**src/rtl/sclk_pkg.sv**
```systemverilog
// Shared definitions for the shift-clock rate generator.
// Assumes: nothing beyond standard SystemVerilog.
package sclk_pkg;
    // Default counter width
    parameter int unsigned RG_CNT_W_DEF = 16;

    // Serial port role as seen on the mode input
    typedef enum logic {
        RG_SLAVE  = 1'b0,
        RG_MASTER = 1'b1
    } rg_mode_e;
endpackage

```
**src/rtl/rg_reload_reg.sv**
```systemverilog
// Holds the programmed reload value and derives the effective reload.
// Assumes: writes are legal only while the channel is disabled; writes
// seen while enabled are dropped. Slave mode forbids a reload of 0.
module rg_reload_reg
    import sclk_pkg::*;
#(
    parameter int unsigned W = 16
) (
    input  logic         clk,
    input  logic         rst_n,
    input  logic         chan_en,
    input  logic         is_master,
    input  logic         wr_en,
    input  logic [W-1:0] wr_data,
    output logic [W-1:0] reload_q,
    output logic [W-1:0] eff_reload
);
    localparam logic [W-1:0] SLAVE_MIN = W'(1);

    rg_mode_e mode;
    assign mode = rg_mode_e'(is_master);

    // Capture the reload value when a write arrives while disabled
    always_ff @(posedge clk) begin
        if (!rst_n) begin
            reload_q <= '0;
        end else if (wr_en && !chan_en) begin
            reload_q <= wr_data;
        end
    end

    // Raise a zero reload to the slave minimum in slave mode
    always_comb begin
        eff_reload = reload_q;
        if (mode == RG_SLAVE && reload_q == '0) begin
            eff_reload = SLAVE_MIN;
        end
    end
endmodule

```
**src/rtl/rg_down_cnt.sv**
```systemverilog
// Down-counter that reloads at zero and flags the wrap.
// Assumes: run is low for at least the enable edge, so the counter is
// loaded from eff_reload before it starts counting.
module rg_down_cnt #(
    parameter int unsigned W = 16
) (
    input  logic         clk,
    input  logic         rst_n,
    input  logic         run,
    input  logic [W-1:0] eff_reload,
    output logic [W-1:0] cnt_q,
    output logic         wrap
);
    localparam logic [W-1:0] ONE = W'(1);

    // The wrap is raised when a running count has reached zero
    assign wrap = run && (cnt_q == '0);

    // Load when idle or at the wrap, otherwise count down
    always_ff @(posedge clk) begin
        if (!rst_n) begin
            cnt_q <= '0;
        end else if (!run || wrap) begin
            cnt_q <= eff_reload;
        end else begin
            cnt_q <= cnt_q - ONE;
        end
    end
endmodule

```
**src/rtl/rg_sclk_tog.sv**
```systemverilog
// Shift-clock level toggle and the edge tick.
// Assumes: wrap comes straight from the counter and is only high while
// running; the level idles low when not running.
module rg_sclk_tog (
    input  logic clk,
    input  logic rst_n,
    input  logic run,
    input  logic wrap,
    output logic level_q,
    output logic tick_q
);
    // Flip the level on each wrap; park it low when not running
    always_ff @(posedge clk) begin
        if (!rst_n || !run) begin
            level_q <= 1'b0;
            tick_q  <= 1'b0;
        end else begin
            tick_q <= wrap;
            if (wrap) begin
                level_q <= ~level_q;
            end
        end
    end
endmodule

```
**src/rtl/sclk_rate_gen.sv**
```systemverilog
// Top of the shift-clock rate generator. It ties together the reload
// register, the down-counter and the level toggle, and drives the
// read-port multiplexer.
// Assumes: chan_en and is_master are synchronous to clk; wr_en is
// only meaningful while chan_en is low.
module sclk_rate_gen
    import sclk_pkg::*;
#(
    parameter int unsigned CNT_W = RG_CNT_W_DEF
) (
    input  logic             clk,
    input  logic             rst_n,
    input  logic             chan_en,
    input  logic             is_master,
    input  logic             wr_en,
    input  logic [CNT_W-1:0] wr_data,
    output logic [CNT_W-1:0] rd_data,
    output logic             sclk_level,
    output logic             sclk_tick
);
    logic             en_q;
    logic             run;
    logic [CNT_W-1:0] reload_q;
    logic [CNT_W-1:0] eff_reload;
    logic [CNT_W-1:0] cnt_q;
    logic             wrap;

    // Remember last cycle's enable so the first enabled edge only loads
    always_ff @(posedge clk) begin
        if (!rst_n) begin
            en_q <= 1'b0;
        end else begin
            en_q <= chan_en;
        end
    end

    assign run = chan_en && en_q;

    rg_reload_reg #(.W(CNT_W)) u_reload (
        .clk        (clk),
        .rst_n      (rst_n),
        .chan_en    (chan_en),
        .is_master  (is_master),
        .wr_en      (wr_en),
        .wr_data    (wr_data),
        .reload_q   (reload_q),
        .eff_reload (eff_reload)
    );

    rg_down_cnt #(.W(CNT_W)) u_cnt (
        .clk        (clk),
        .rst_n      (rst_n),
        .run        (run),
        .eff_reload (eff_reload),
        .cnt_q      (cnt_q),
        .wrap       (wrap)
    );

    rg_sclk_tog u_tog (
        .clk     (clk),
        .rst_n   (rst_n),
        .run     (run),
        .wrap    (wrap),
        .level_q (sclk_level),
        .tick_q  (sclk_tick)
    );

    // Read port: live count while enabled, programmed value otherwise
    assign rd_data = chan_en ? cnt_q : reload_q;
endmodule

```
**config.mk**
```make
export PLATFORM = sky130hd
export DESIGN_NAME = sclk_rate_gen
export DESIGN_NICKNAME = d
export VERILOG_FILES = /design/src/rtl/sclk_pkg.sv /design/src/rtl/rg_reload_reg.sv /design/src/rtl/rg_down_cnt.sv /design/src/rtl/rg_sclk_tog.sv /design/src/rtl/sclk_rate_gen.sv
export SDC_FILE = /design/constraint.sdc
export NUM_CORES = 1
export LEC_CHECK = 0
export ABC_AREA = 1
export BUFFER_PORTS_ARGS = -buffer_cell sky130_fd_sc_hd__clkbuf_2
export CELL_PAD_IN_SITES_DETAIL_PLACEMENT = 0
export CELL_PAD_IN_SITES_GLOBAL_PLACEMENT = 1
export CORE_ASPECT_RATIO = 0.5
export CORE_UTILIZATION = 37
export CTS_BUF_LIST = sky130_fd_sc_hd__clkbuf_4 sky130_fd_sc_hd__clkbuf_8 sky130_fd_sc_hd__clkbuf_16
export CTS_CLUSTER_SIZE = 10
export DETAILED_ROUTE_END_ITERATION = 10
export PLACE_DENSITY_LB_ADDON = 0.1
export SLEW_MARGIN = 20
export SYNTH_ARGS = -nofsm -noshare
export SYNTH_HDL_FRONTEND = slang
export SYNTH_SLANG_ARGS = --single-unit
```
**constraint.sdc**
```tcl
create_clock -name clk -period 1.6 [get_ports clk]
set_input_delay 0 -clock clk [delete_from_list [all_inputs] [get_ports clk]]
set_output_delay 0 -clock clk [all_outputs]
set_load 0.02 [all_outputs]
```
After elaboration in Yosys (flattened, before gate mapping)

Cells that the tools add are included.
Widths: inputs -> output; s select.

Register bits: 35
Bits in latches: 0
Bits in writable memories: 0
ROM bits: 0
Input bits: 21
Output and inout port bits: 18
Memories kept: 0

Add/subtract/negate cells: 1
Multiply operators: 0
Divide/modulo/power cells: 0
Magnitude comparators: 0
Eq/ne operators: 0
Shifts and indexed selects: 0
Multiplexer cells: 3
Bitwise logic cells: 2
Reduce and logical (&&, ||, !) cells: 11

Operators by type and width:

| kind                  | number |
|---|---|
| $mux 16               | 3 |
| $logic_not 16->1      | 2 |
| $sub 16x1->16 const B | 1 |
| $logic_and 1x1->1     | 4 |
| $logic_not 1->1       | 3 |
| $logic_or 1x1->1      | 2 |
| $not 1->1             | 2 |

Logic depth before layout (Yosys ltp)

Depth in word-level cells: 4
Depth in mapped cells: 10

Hierarchy

Synthesis repeated with hierarchy kept, for this count alone.

Cell total of the unflattened synthesis: 340
Area total of the unflattened synthesis: 2108.3 µm²

By module, submodules not included:

| module        | times used | cells each | area each (µm²) | sequential area each (µm²) |
|---|---|---|---|---|
| rg_down_cnt   | 1          | 171        | 1043.5          | 320.3 |
| rg_reload_reg | 1          | 102        | 713.2           | 320.3 |
| sclk_rate_gen | 1          | 57         | 279.0           | 20.0 |
| rg_sclk_tog   | 1          | 10         | 72.6            | 40.0 |

Worst setup path before layout

Ideal clock, no wire load.

Path type: flip-flop to flip-flop
Start: reg u_cnt.cnt_q[0]
End: reg u_cnt.cnt_q[13]
Library setup time: 117 ps
Arrival time: 1293 ps
Slack: 189 ps
Stages on the path, launching flop included: 11
Clock period less this slack: 1411 ps
Cell sequence: dfxtp_1 -> inv_1 -> ha_1 -> nand2_4 -> nor2_4 -> nand2_1 -> nand2_2 -> buf_6 -> buf_6 -> nor2_1 -> a21oi_2

Longest elaborated chain between the ends: 4
Elaborated cells between the ends (all ways): 5
Classes of those cells: 1 x add/sub; 1 x mux; 3 x reduce/logical

RTL lines:

| what                                                  | line              | text |
|---|---|---|
| start, declared                                       | rg_down_cnt.sv:11 | `output logic [W-1:0] cnt_q,` |
| start signal, assigned                                | rg_down_cnt.sv:24 | `cnt_q <= eff_reload;` |
| start signal, assigned                                | rg_down_cnt.sv:26 | `cnt_q <= cnt_q - ONE;` |
| branches (longest 3 deep; another with $sub 16x1->16) | n/a               |  |
| $mux 16 (*)                                           | rg_down_cnt.sv:23 | `end else if (!run \|\| wrap) begin` |

Mark *: on every way between the ends.
A chain may end at the register's enable or synchronous reset.

Worst setup path after layout

Start: reg u_cnt.cnt_q[1]
End: reg u_cnt.cnt_q[7]

The elaborated chain is that of the path after synthesis.

==> qor.json <==
{
  "outcome": {"value": "complete, but fails checks"},
  "violated_checks": {"value": "negative hold slack"},
  "fp-row-count": {"value": 17},
  "report.final.setup_viol": {"value": 0},
  "cts_num_sinks": {"value": 35},
  "ctsRootBufferMaster": {"value": "clkbuf_8"},
  "detail_route.wirelength": {"value": 4770, "unit": "um"},
  "cp_top_family": {"value": "simple AND/OR/NAND/NOR gates"},
  "layout.nets": {"value": 371},
  "critical-path-slowest-cell": {"value": "dfxtp_1"},
  "crit_path_max_fanout": {"value": 7},
  "detailedRoute.firstPassIterationCount": {"value": 6},
  "initial_core_util": {"value": 0.4058},
  "die_area": {"value": 5368, "unit": "um^2"},
  "route.detailed.drc": {"value": 0},
  "fin_hold_ws": {"value": -1.021, "unit": "ps"},
  "r2r-start": {"value": "u_cnt.cnt_q[1]"},
  "mapped_nets": {"value": 321},
  "reg2reg_slack": {"value": 140, "unit": "ps"},
  "timing.critical_path.arrival": {"value": 1680, "unit": "ps"},
  "final.setup_skew": {"value": 2.853, "unit": "ps"},
  "r2r_cells": {"value": 10},
  "r2r_end": {"value": "u_cnt.cnt_q[7]"},
  "layout_worst_path_cycle_share": {"value": 0.9150},
  "path_buf_inv": {"value": 2},
  "syn_area": {"value": 1873, "unit": "um^2"},
  "hold_viol": {"value": 1},
  "top_level_ports": {"value": 39},
  "viasPerCell": {"value": 4.602},
  "num_vias": {"value": 1910},
  "synthTopCellsByArea": {"value": "dfxtp_1, nand2_1, nor2_1"},
  "worst_setup_sp_type": {"value": "flip-flop"},
  "max-cap-violations": {"value": 0},
  "crit_path_cell_chain": {"value": "inv_1 -> ha_4 -> nand2_4 -> nor2_4 -> nand2_1 -> nand2_4 -> clkinvlp_4 -> nand2_1 -> nand2_1 -> nor2_1"},
  "hold_class": {"value": "in -> reg"},
  "clkTransAtPathRegs": {"value": 70, "unit": "ps"},
  "width_of_the_chip": {"value": 102.6, "unit": "um"},
  "synthesis.instances": {"value": 299},
  "core_area": {"value": 4616, "unit": "um^2"},
  "htree_levels": {"value": 2},
  "drive_above_1_share": {"value": 0.1834},
  "maxSlewHeadroom": {"value": 0.6017},
  "synth_top_area_share": {"value": 0.3741},
  "final.min_clock_period": {"value": 1464, "unit": "ps"},
  "clock_latency": {"value": 280, "unit": "ps"},
  "first_global_vias": {"value": 1540},
  "dieHeight": {"value": 52.31, "unit": "um"},
  "globalplace.congestion": {"value": 0.7856},
  "critical_path.endpoint_type": {"value": "flip-flop"},
  "power.ir.vdd_worst": {"value": 0.0004967, "unit": "V"},
  "num_antenna_cells": {"value": 0},
  "antenna_found_initial": {"value": 0},
  "timing_max_transition_violations_final": {"value": 0},
  "fin_util": {"value": 0.5080},
  "synth.avg_cell_area": {"value": 6.264, "unit": "um^2"},
  "cts_setup_buffers": {"value": 0},
  "holdPathEnd": {"value": "u_reload.reload_q[6]"},
  "grt_pass1_wl": {"value": 7507, "unit": "um"},
  "worstPathRequired": {"value": 1820, "unit": "ps"},
  "max_freq": {"value": 0.6831, "unit": "GHz"},
  "synth.yosys.seq_area_share": {"value": 0.3741},
  "post-dp-hpwl": {"value": 3566, "unit": "um"},
  "grt_start_max_net_pins": {"value": 35},
  "timing.critical_path.depth": {"value": 10},
  "syn2layout_area_growth": {"value": 25.18, "unit": "%"},
  "yosys_synthesis_warning_count": {"value": 0},
  "tightestPinTransition": {"value": 597.5, "unit": "ps"},
  "power-per-cell-area": {"value": 947.6, "unit": "nW/um^2"},
  "grtUsageTotal": {"value": 0.1861},
  "post_dr_wirelength_cell": {"value": 11.49, "unit": "um"},
  "worst_path_largest_cell_delay": {"value": 300, "unit": "ps"},
  "crit_type": {"value": "reg -> reg"},
  "hold_path_depth": {"value": 3},
  "synthDominantAreaCellType": {"value": "dfxtp_1"},
  "cts_tree": {"value": "done"},
  "final_antenna_net_count": {"value": 0},
  "initial_drt_markers": {"value": 80},
  "hold_path_startpoint": {"value": "wr_data[6]"},
  "clk_path_buf_depth": {"value": 2},
  "cts_buffers": {"value": 5},
  "synth.lib_cells_used.distinct": {"value": 24},
  "ys_ff_latch": {"value": 35},
  "crit_top_cell": {"value": "nand2_1"},
  "cellLeakagePower": {"value": 1.127, "unit": "nW"},
  "port-buffer-count": {"value": 38},
  "globalRouteOverflowTotal": {"value": 0}
}
[cell type report]
class	instances	area, um^2
tap	66	82.58
multi-input combinational	222	1020
timing repair inverter	1	7.507
fill	502	2271
clock inverter	1	5.005
sequential	35	700.7
clock buffer	6	82.58
timing repair buffer	53	326.6
inverter	31	120.1
[how the worst max path moves through the flow]
| stage | from | end | slack [ps] |
|---|---|---|---|
| after floorplan | u_cnt.cnt_q[0] | u_cnt.cnt_q[13] | 190 |
| after global placement | u_cnt.cnt_q[0] | u_cnt.cnt_q[12] | 80 |
| after detailed placement | u_cnt.cnt_q[0] | u_cnt.cnt_q[7] | 60 |
| after CTS | u_cnt.cnt_q[0] | u_cnt.cnt_q[12] | 40 |
| after global routing | u_cnt.cnt_q[7] | u_cnt.cnt_q[7] | -30 |
| final | u_cnt.cnt_q[1] | u_cnt.cnt_q[7] | 140 |
[synthesized netlist by cell type, drive strengths merged]
cell and instances:
a21oi 15, and3 1, buf 4, clkbuf 7, dfxtp 35, ha 1
inv 31, nand2 79, nand3 7, nand3b 3, nand4 3, nor2 67
nor3 1, o21ai 40, o21bai 1, xnor2 1, xor2 3
[stage by stage]
stage	TNS [ps]	power, mW	instance area [um^2]	setup slack [ps]	instances
6_report	0	2.222	2345	136.0	415
5_1_grt	-29.69	2.377	2345	-29.69	415
2_1_floorplan	0	1.399	1873	189.4	299
3_5_place_dp	0	1.564	2140	63.72	399
3_3_place_gp	0	1.557	2140	82.66	399
4_1_cts	0	2.229	2307	40.85	414
[power by group]
| part | internal (mW) | switching [mW] | leakage [nW] |
|---|---|---|---|
| combinational | 0.228 | 0.370 | 0.792 |
| clock | 0.338 | 0.308 | 0.0470 |
| sequential | 0.929 | 0.0491 | 0.288 |
| total | 1.49 | 0.727 | 1.13 |
[cell usage in the layout (no fill, tap or decap), drive strengths merged]
| master | instances |
|---|---|
| clkinvlp | 2 |
| buf | 7 |
| nand3 | 7 |
| o21bai | 1 |
| nand4 | 3 |
| nand2 | 79 |
| xnor2 | 1 |
| xor2 | 3 |
| nor3 | 1 |
| inv | 30 |
| clkinv | 1 |
| o21ai | 40 |
| ha | 1 |
| a21oi | 15 |
| nor2 | 67 |
| nand3b | 3 |
| dlygate4sd3 | 8 |
| and3 | 1 |
| clkbuf | 44 |
| dfxtp | 35 |
[kinds of logic (layout without fill, tap and decap cells)]
family | count (synthesis) | after routing | synth area share
adder cells (fa/ha/maj) | 1 | 1 | 0.006679
buffers and inverters | 42 | 92 | 0.09352
XOR/XNOR | 4 | 4 | 0.01871
AND/OR/NAND/NOR | 161 | 161 | 0.3540
flip-flops | 35 | 35 | 0.3741
AO/OA/AOI/OAI | 56 | 56 | 0.1530
[what timing repair did]
action / in CTS / in global routing
endpoints found under the setup margin: 0 / 14
hold buffers: 8 / 0
endpoints found under the hold margin: 8 / 0
resized for setup: 0 / 9
[layer usage]
| layer | routed length (um) | share of wire | up-vias | track usage |
|---|---|---|---|---|
| li1 | - | - | 1037 | - |
| met1 | 2644 | 0.55 | 840 | 0.2680 |
| met2 | 1963 | 0.41 | 31 | 0.2844 |
| met3 | 148 | 0.031 | 2 | 0.04400 |
| met4 | 12 | 0.0025 | 0 | 0.02857 |
| met5 | 0 | 0 | - | 0 |
[worst register-to-register path: cells and delay by family, from the launching register on]
family	cells	cell delay, ps
DFF	1	300
adders and majority gates	1	170
buffers and inverters	2	270
and+or+nand+nor	7	660
[flip-flops by register name, indices dropped and copies added, names as in the netlist]
register / cells
en_q: 1
u_cnt.cnt_q: 16
u_reload.reload_q: 16
u_tog.level_q: 1
u_tog.tick_q: 1
No activity file was read; power rests on OpenSTA's default activity.
